**src/rtl/crc_pkg.sv**
```systemverilog
package crc_pkg;

    localparam int ADDR_W = 5;

    localparam logic [ADDR_W-1:0] OFF_CMD = 5'h00;
    localparam logic [ADDR_W-1:0] OFF_CFG = 5'h04;
    localparam logic [ADDR_W-1:0] OFF_M   = 5'h08;
    localparam logic [ADDR_W-1:0] OFF_N   = 5'h0C;
    localparam logic [ADDR_W-1:0] OFF_D   = 5'h10;

    // command register bit positions
    localparam int B_UPD   = 0;
    localparam int B_EN    = 1;
    localparam int B_DIRTY = 4;   // four flags: cfg, N, M, D
    localparam int B_OFF   = 31;

    // configuration register fields
    localparam int SRC_LSB  = 8;
    localparam int SRC_W    = 3;
    localparam int MODE_LSB = 12;
    localparam int MODE_W   = 2;

    // dirty flag index per register
    localparam int DI_CFG = 0;
    localparam int DI_N   = 1;
    localparam int DI_M   = 2;
    localparam int DI_D   = 3;

    typedef enum logic [2:0] {
        SEL_NONE,
        SEL_CMD,
        SEL_CFG,
        SEL_M,
        SEL_N,
        SEL_D
    } reg_sel_e;

    function automatic reg_sel_e decode_addr(input logic [ADDR_W-1:0] a);
        case (a)
            OFF_CMD: return SEL_CMD;
            OFF_CFG: return SEL_CFG;
            OFF_M:   return SEL_M;
            OFF_N:   return SEL_N;
            OFF_D:   return SEL_D;
            default: return SEL_NONE;
        endcase
    endfunction

endpackage

```
**src/rtl/crc_shadow_regs.sv**
```systemverilog
module crc_shadow_regs
    import crc_pkg::*;
#(
    parameter int HID_W = 5,
    parameter int MND_W = 8,
    localparam int CFG_W = HID_W + SRC_W + MODE_W + 3 * MND_W
) (
    input  logic             clk,
    input  logic             rst_n,
    input  logic             wr_en_i,
    input  reg_sel_e         sel_i,
    input  logic [31:0]      wdata_i,
    input  logic             accept_i,
    input  logic             load_i,
    input  logic             pending_i,
    output logic [CFG_W-1:0] shadow_o,
    output logic [3:0]       dirty_o
);

    typedef struct packed {
        logic [HID_W-1:0]  div;
        logic [SRC_W-1:0]  src;
        logic [MODE_W-1:0] mode;
        logic [MND_W-1:0]  m;
        logic [MND_W-1:0]  n;
        logic [MND_W-1:0]  d;
    } rcfg_t;

    typedef struct packed {
        rcfg_t      sh;
        logic [3:0] dirty;
        logic [3:0] late;   // written since the pending commit was accepted
    } state_t;

    state_t st_d, st_q;
    logic [3:0] set_w;
    logic unused_wdata;

    assign unused_wdata = ^wdata_i;

    always_comb begin
        st_d  = st_q;
        set_w = 4'b0000;
        if (wr_en_i) begin
            case (sel_i)
                SEL_CFG: begin
                    st_d.sh.div  = wdata_i[HID_W-1:0];
                    st_d.sh.src  = wdata_i[SRC_LSB +: SRC_W];
                    st_d.sh.mode = wdata_i[MODE_LSB +: MODE_W];
                    set_w[DI_CFG] = 1'b1;
                end
                SEL_N: begin
                    st_d.sh.n = wdata_i[MND_W-1:0];
                    set_w[DI_N] = 1'b1;
                end
                SEL_M: begin
                    st_d.sh.m = wdata_i[MND_W-1:0];
                    set_w[DI_M] = 1'b1;
                end
                SEL_D: begin
                    st_d.sh.d = wdata_i[MND_W-1:0];
                    set_w[DI_D] = 1'b1;
                end
                default: ;
            endcase
        end

        if (load_i) begin
            st_d.dirty = st_q.late | set_w;
            st_d.late  = 4'b0000;
        end else if (accept_i) begin
            st_d.dirty = st_q.dirty | set_w;
            st_d.late  = 4'b0000;
        end else begin
            st_d.dirty = st_q.dirty | set_w;
            if (pending_i) begin
                st_d.late = st_q.late | set_w;
            end
        end
    end

    always_ff @(posedge clk or negedge rst_n) begin
        if (!rst_n) begin
            st_q <= '0;
        end else begin
            st_q <= st_d;
        end
    end

    assign shadow_o = st_q.sh;
    assign dirty_o  = st_q.dirty;

endmodule

```
**src/rtl/crc_commit_ctrl.sv**
```systemverilog
module crc_commit_ctrl #(
    parameter int SYNC_CYCLES = 2,
    localparam int CNT_W = $clog2(SYNC_CYCLES + 1)
) (
    input  logic clk,
    input  logic rst_n,
    input  logic req_i,
    output logic accept_o,
    output logic load_o,
    output logic pending_o,
    output logic done_o
);

    localparam logic [CNT_W-1:0] LAST = CNT_W'(SYNC_CYCLES - 1);

    typedef struct packed {
        logic             pending;
        logic [CNT_W-1:0] cnt;
        logic             done;
    } state_t;

    state_t st_d, st_q;

    assign accept_o = req_i && !st_q.pending;
    assign load_o   = st_q.pending && (st_q.cnt == LAST);

    always_comb begin
        st_d      = st_q;
        st_d.done = 1'b0;
        if (st_q.pending) begin
            if (st_q.cnt == LAST) begin
                st_d.pending = 1'b0;
                st_d.cnt     = '0;
                st_d.done    = 1'b1;
            end else begin
                st_d.cnt = st_q.cnt + 1'b1;
            end
        end else if (req_i) begin
            st_d.pending = 1'b1;
            st_d.cnt     = '0;
        end
    end

    always_ff @(posedge clk or negedge rst_n) begin
        if (!rst_n) begin
            st_q <= '0;
        end else begin
            st_q <= st_d;
        end
    end

    assign pending_o = st_q.pending;
    assign done_o    = st_q.done;

endmodule

```
**src/rtl/crc_readback.sv**
```systemverilog
module crc_readback
    import crc_pkg::*;
#(
    parameter int HID_W = 5,
    parameter int MND_W = 8,
    localparam int CFG_W = HID_W + SRC_W + MODE_W + 3 * MND_W
) (
    input  reg_sel_e         sel_i,
    input  logic [CFG_W-1:0] shadow_i,
    input  logic [3:0]       dirty_i,
    input  logic             pending_i,
    input  logic             root_en_i,
    input  logic             root_on_i,
    output logic [31:0]      rdata_o
);

    typedef struct packed {
        logic [HID_W-1:0]  div;
        logic [SRC_W-1:0]  src;
        logic [MODE_W-1:0] mode;
        logic [MND_W-1:0]  m;
        logic [MND_W-1:0]  n;
        logic [MND_W-1:0]  d;
    } rcfg_t;

    rcfg_t sh;
    assign sh = shadow_i;

    always_comb begin
        rdata_o = '0;
        case (sel_i)
            SEL_CMD: begin
                rdata_o[B_UPD]          = pending_i;
                rdata_o[B_EN]           = root_en_i;
                rdata_o[B_DIRTY +: 4]   = dirty_i;
                rdata_o[B_OFF]          = !root_on_i;
            end
            SEL_CFG: begin
                rdata_o[HID_W-1:0]           = sh.div;
                rdata_o[SRC_LSB +: SRC_W]    = sh.src;
                rdata_o[MODE_LSB +: MODE_W]  = sh.mode;
            end
            SEL_M:   rdata_o[MND_W-1:0] = sh.m;
            SEL_N:   rdata_o[MND_W-1:0] = sh.n;
            SEL_D:   rdata_o[MND_W-1:0] = sh.d;
            default: rdata_o = '0;
        endcase
    end

endmodule

```
**src/rtl/crc_root_regs.sv**
```systemverilog
module crc_root_regs
    import crc_pkg::*;
#(
    parameter int HID_W       = 5,
    parameter int MND_W       = 8,
    parameter int SYNC_CYCLES = 2
) (
    input  logic              clk,
    input  logic              rst_n,
    input  logic              wr_en_i,
    input  logic [4:0]        addr_i,
    input  logic [31:0]       wdata_i,
    output logic [31:0]       rdata_o,
    input  logic              root_on_i,
    output logic [2:0]        clk_src_o,
    output logic [HID_W-1:0]  clk_div_o,
    output logic [1:0]        clk_mode_o,
    output logic [MND_W-1:0]  mnd_m_o,
    output logic [MND_W-1:0]  mnd_n_o,
    output logic [MND_W-1:0]  mnd_d_o,
    output logic              root_en_o,
    output logic              cfg_done_o
);

    localparam int CFG_W = HID_W + SRC_W + MODE_W + 3 * MND_W;

    typedef struct packed {
        logic [HID_W-1:0]  div;
        logic [SRC_W-1:0]  src;
        logic [MODE_W-1:0] mode;
        logic [MND_W-1:0]  m;
        logic [MND_W-1:0]  n;
        logic [MND_W-1:0]  d;
    } rcfg_t;

    typedef struct packed {
        rcfg_t stage;
        rcfg_t active;
        logic  root_en;
    } state_t;

    state_t st_d, st_q;

    reg_sel_e         sel_w;
    logic             cmd_wr_w;
    logic             req_w;
    logic             accept_w;
    logic             load_w;
    logic             commit_pending;
    logic [CFG_W-1:0] shadow_w;
    logic [3:0]       dirty_w;

    assign sel_w    = decode_addr(addr_i);
    assign cmd_wr_w = wr_en_i && (sel_w == SEL_CMD);
    assign req_w    = cmd_wr_w && wdata_i[B_UPD];

    crc_commit_ctrl #(
        .SYNC_CYCLES (SYNC_CYCLES)
    ) u_ctrl (
        .clk       (clk),
        .rst_n     (rst_n),
        .req_i     (req_w),
        .accept_o  (accept_w),
        .load_o    (load_w),
        .pending_o (commit_pending),
        .done_o    (cfg_done_o)
    );

    crc_shadow_regs #(
        .HID_W (HID_W),
        .MND_W (MND_W)
    ) u_shadow (
        .clk       (clk),
        .rst_n     (rst_n),
        .wr_en_i   (wr_en_i),
        .sel_i     (sel_w),
        .wdata_i   (wdata_i),
        .accept_i  (accept_w),
        .load_i    (load_w),
        .pending_i (commit_pending),
        .shadow_o  (shadow_w),
        .dirty_o   (dirty_w)
    );

    crc_readback #(
        .HID_W (HID_W),
        .MND_W (MND_W)
    ) u_rd (
        .sel_i     (sel_w),
        .shadow_i  (shadow_w),
        .dirty_i   (dirty_w),
        .pending_i (commit_pending),
        .root_en_i (st_q.root_en),
        .root_on_i (root_on_i),
        .rdata_o   (rdata_o)
    );

    always_comb begin
        st_d = st_q;
        if (accept_w) begin
            st_d.stage = shadow_w;
        end
        if (load_w) begin
            st_d.active = st_q.stage;
        end
        if (cmd_wr_w) begin
            st_d.root_en = wdata_i[B_EN];
        end
    end

    always_ff @(posedge clk or negedge rst_n) begin
        if (!rst_n) begin
            st_q <= '0;
        end else begin
            st_q <= st_d;
        end
    end

    assign clk_div_o  = st_q.active.div;
    assign clk_src_o  = st_q.active.src;
    assign clk_mode_o = st_q.active.mode;
    assign mnd_m_o    = st_q.active.m;
    assign mnd_n_o    = st_q.active.n;
    assign mnd_d_o    = st_q.active.d;
    assign root_en_o  = st_q.root_en;

endmodule

```
**config.mk**
```make
export PLATFORM = sky130hd
export DESIGN_NAME = crc_root_regs
export DESIGN_NICKNAME = d
export VERILOG_FILES = /design/src/rtl/crc_pkg.sv /design/src/rtl/crc_shadow_regs.sv /design/src/rtl/crc_commit_ctrl.sv /design/src/rtl/crc_readback.sv /design/src/rtl/crc_root_regs.sv
export SDC_FILE = /design/constraint.sdc
export NUM_CORES = 1
export LEC_CHECK = 0
export ABC_AREA = 1
export BUFFER_PORTS_ARGS = -buffer_cell sky130_fd_sc_hd__buf_2
export CAP_MARGIN = 20
export CORE_MARGIN = 1
export CORE_UTILIZATION = 30
export CTS_BUF_LIST = sky130_fd_sc_hd__clkbuf_16
export CTS_CLUSTER_DIAMETER = 30
export DETAILED_ROUTE_END_ITERATION = 12
export GPL_TIMING_DRIVEN = 0
export SYNTH_ARGS = -nofsm -noshare
export SYNTH_HDL_FRONTEND = slang
export SYNTH_HIERARCHICAL = 1
export SYNTH_SLANG_ARGS = --single-unit
```
**constraint.sdc**
```tcl
create_clock -name clk -period 2.5 [get_ports clk]
set_input_delay 0.5 -clock clk [delete_from_list [all_inputs] [get_ports clk]]
set_output_delay 0.5 -clock clk [all_outputs]
set_load 0.01 [all_outputs]
```
==> flow_summary_export.csv <==
group,metric,value,unit
clock_network,clockRootBuffer,"clkbuf_16",
clock_network,cts_htree_levels,4,
setup_path,slowest_delay,0.22,ns
final_layout,area_growth,28.4,%
synth,synth-async-reset-ratio,100,%
synth,synth_ff_type,"dfrtp_1",
drt,drtIter0Drc,329,
synth,synth-edff-count,0,
timing,maxSlewViolCount,0,
placed_design,place_hpwl,9740,um
setup_path,crit_fanout,8,
floorplanning,dieHeight,140,um
final_layout,finish.instance_area,0.00732,mm2
drt,dr.pass1.iters,5,
grt,antenna_found_initial,0,
synth,netlist_area,0.00570,mm2
timing,max_freq,410,MHz
clock_network,clk_latency,0.41,ns
grt,grt_pass1_vias,4012,
floorplanning,initial_core_util,30.6,%
final_layout,nets,795,
clock_network,clock-sinks,115,
grt,overflow,0,
synth,synth_cell_types,28,
setup_path,end_kind,"primary output",
setup_path,critPathKind,"primary input to primary output",
final_layout,fin_util,39.3,%
drt,wirelength,13600,um
grt,grt_max_degree,76,
timing,timing.hold.ws,-0.0000150,ns
timing,hold_viol_final,1,
clock_network,clk_pin_slew,0.05,ns
pwr,power_leakage,3.61,nW
grt,grt_pass1_wl,21500,um
placed_design,place_area,0.00645,mm2
setup_path,r2r_cells,5,
floorplanning,io_pins,109,
synth,synth_warnings,6,
setup_path,endpoint,"rdata_o[0]",
floorplanning,die-width,140,um
placed_design,port_buffers,71,
floorplanning,core_area,0.0186,mm2
final_layout,drive_above_1_share,37.7,%
final_layout,final-instance-count-excl-fill,1001,
setup_path,reg2reg_slack,0.76,ns
setup_path,path_cells,"buf_2 > nor2_4 > nand2_2 > o21ai_4 > buf_8 > buf_4 > nor2_4 > nand3_1 > nand2_1 > clkinv_1 > nand3_1 > buf_2",
timing,post-route-min-period,2.44,ns
placed_design,dp_slack,-0.473,ns
status,violations,"hold timing",
status,status,"finished, violations left",
placed_design,gp_congestion,0.820,
synth,ys_seq_elements,115,
synth,synth.area.top_cells,"dfrtp_1 (50%), buf_4 (13%), nand2_1 (7.2%), inv_1 (4.5%), o21ai_2 (4.3%)",
clock_network,cts.path.max_buffers,2,
final_layout,diodes,0,
synth,netlist_instances,632,
timing,setup_ws,0.0598,ns
drt,drc,0,
synth,postSynthAreaPerCell,9.02,um2
setup_path,crit_start,"addr_i[2]",
min_path,hp-class,"primary input to async pin",
grt,track_usage,14.4,%
drt,wl_per_cell,13.5,um
pwr,peakVddDrop,0.000454,V
floorplanning,dieArea,0.0196,mm2
pwr,power,6.22,mW
setup_path,worst_ep_required_time,2.00,ns
clock_network,numCtsBuffers,17,
drt,vias,4280,
synth,yosysTopAreaCell,"dfrtp_1",
pwr,p_per_area,849,mW/mm2
setup_path,reg2reg_to,"u_shadow/st_q[0]",
setup_path,critPathLaunchType,"primary input",
job,cap_viol_max_count,0,
setup_path,r2r_start,"u_ctrl/pending_o",
drt,antenna_left,0,
clock_network,cts_tree,"yes",
floorplanning,row_count,50,
placed_design,dp.cells,955,
timing,post-route-period-util,97.6,%
drt,avgViaCountPerCell,4.28,
setup_path,critPathArrivalTime,1.94,ns
timing,clock_skew,0.00585,ns
timing,finalSetupViolCount,0,
setup_path,slowest_stage,"nor2_4",
synth,synth.top_cell.area_share,50.5,%
synth,ys_seq_area_share,50.5,%
==> synthesized netlist by cell type (all sizes together) (3+ instances only) <==
| library cell | count |
|---|---|
| a21oi | 38 |
| o21ai | 68 |
| clkbuf | 3 |
| nand4 | 23 |
| dfrtp | 115 |
| inv | 72 |
| nand3 | 22 |
| nor2 | 57 |
| nand2 | 114 |
| buf | 113 |
==> metal layers <==
layer | vias to the layer above | GRT usage [%] | routed length, um
met5 | - | 0 | 0
met2 | 107 | 22.1 | 6360
li1 | 2154 | - | -
met1 | 1995 | 19.1 | 6300
met3 | 24 | 3.30 | 568
met4 | 0 | 7.29 | 341
==> through the flow <==
stage	setup TNS [ns]	hold slack, ns
floorplan	0	0.204
global placement	-69.24	0.457
detailed placement	-4.65	0.451
CTS	0	0.0121
global route	-0.000710	0.0232
finish	0	-0.0000150
==> cell families (layout without fill, tap and decap cells) <==
family	count (synthesis)	in the layout	synth area share (%)
compound gates	107	107	11.9
buf+inv	189	307	20.3
flops	115	115	50.5
other cells	1	18	0.0658
simple gates	220	220	17.2
==> layout by cell type, fill, tap and decap left out, types with 6 or more instances in the layout <==
cell and count:
nand3_1 20, conb_1 18, o21ai_0 33, a21oi_2 10
clkbuf_16 18, nor2_1 50, o21ai_1 6, inv_1 69
nand2_1 107, a21oi_1 28, buf_6 14, o21ai_2 28
buf_4 104, buf_2 75, dfrtp_1 115, nand4_1 23
==> area by class of cell <==
class                           instances  area, um2
Fill cell                            1879      11300
Timing Repair Buffer                   86        528
Buffer                                116        907
Sequential cell                       115       2880
Multi-Input combinational cell        345       1820
Clock inverter                         15        196
Clock buffer                           17        425
Tap cell                              234        293
Inverter                               73        277
==> what timing repair did <==
item,4_1_cts,5_1_grt
endpoints found under the setup margin,14,8
resized for setup,16,10
buffers inserted,7,6
hold buffers,0,0
pin swaps,4,9
cloned,0,1
==> flip-flops by register name, indices dropped and copies added, names as in the netlist, 3 cells and up <==
signal             cells
u_shadow/dirty_o       4
mnd_d_o                8
st_q                  34
mnd_n_o                8
mnd_m_o                8
clk_div_o              5
u_shadow/st_q          4
u_shadow/shadow_o     34
clk_src_o              3
==> worst max-delay path: cells and delay by family <==
kind	cells	cell delay [ns]
AND/OR/NAND/NOR	6	0.70
buffers and inverters	5	0.64
AO/OA/AOI/OAI	1	0.09
==> where the power goes <==
part | leakage (nW) | internal, mW | switching, mW
sequential | 1.28 | 2.23 | 0.172
combinational | 2.02 | 0.636 | 0.628
clock | 0.313 | 1.74 | 0.814
total | 3.61 | 4.60 | 1.61
==> worst min path at each step <==
stage                     slack (ns)                     to                  start
after floorplan                 0.20           clk_div_o[0]                  rst_n
after global placement          0.46  u_shadow/shadow_o[25]  u_shadow/shadow_o[25]
after detailed placement        0.45   u_shadow/shadow_o[6]                  rst_n
after CTS                       0.01   u_shadow/shadow_o[6]                  rst_n
after global routing            0.02   u_shadow/shadow_o[6]                  rst_n
final                       -0.00002   u_shadow/shadow_o[6]                  rst_n
(Power assumes the default switching activity.)
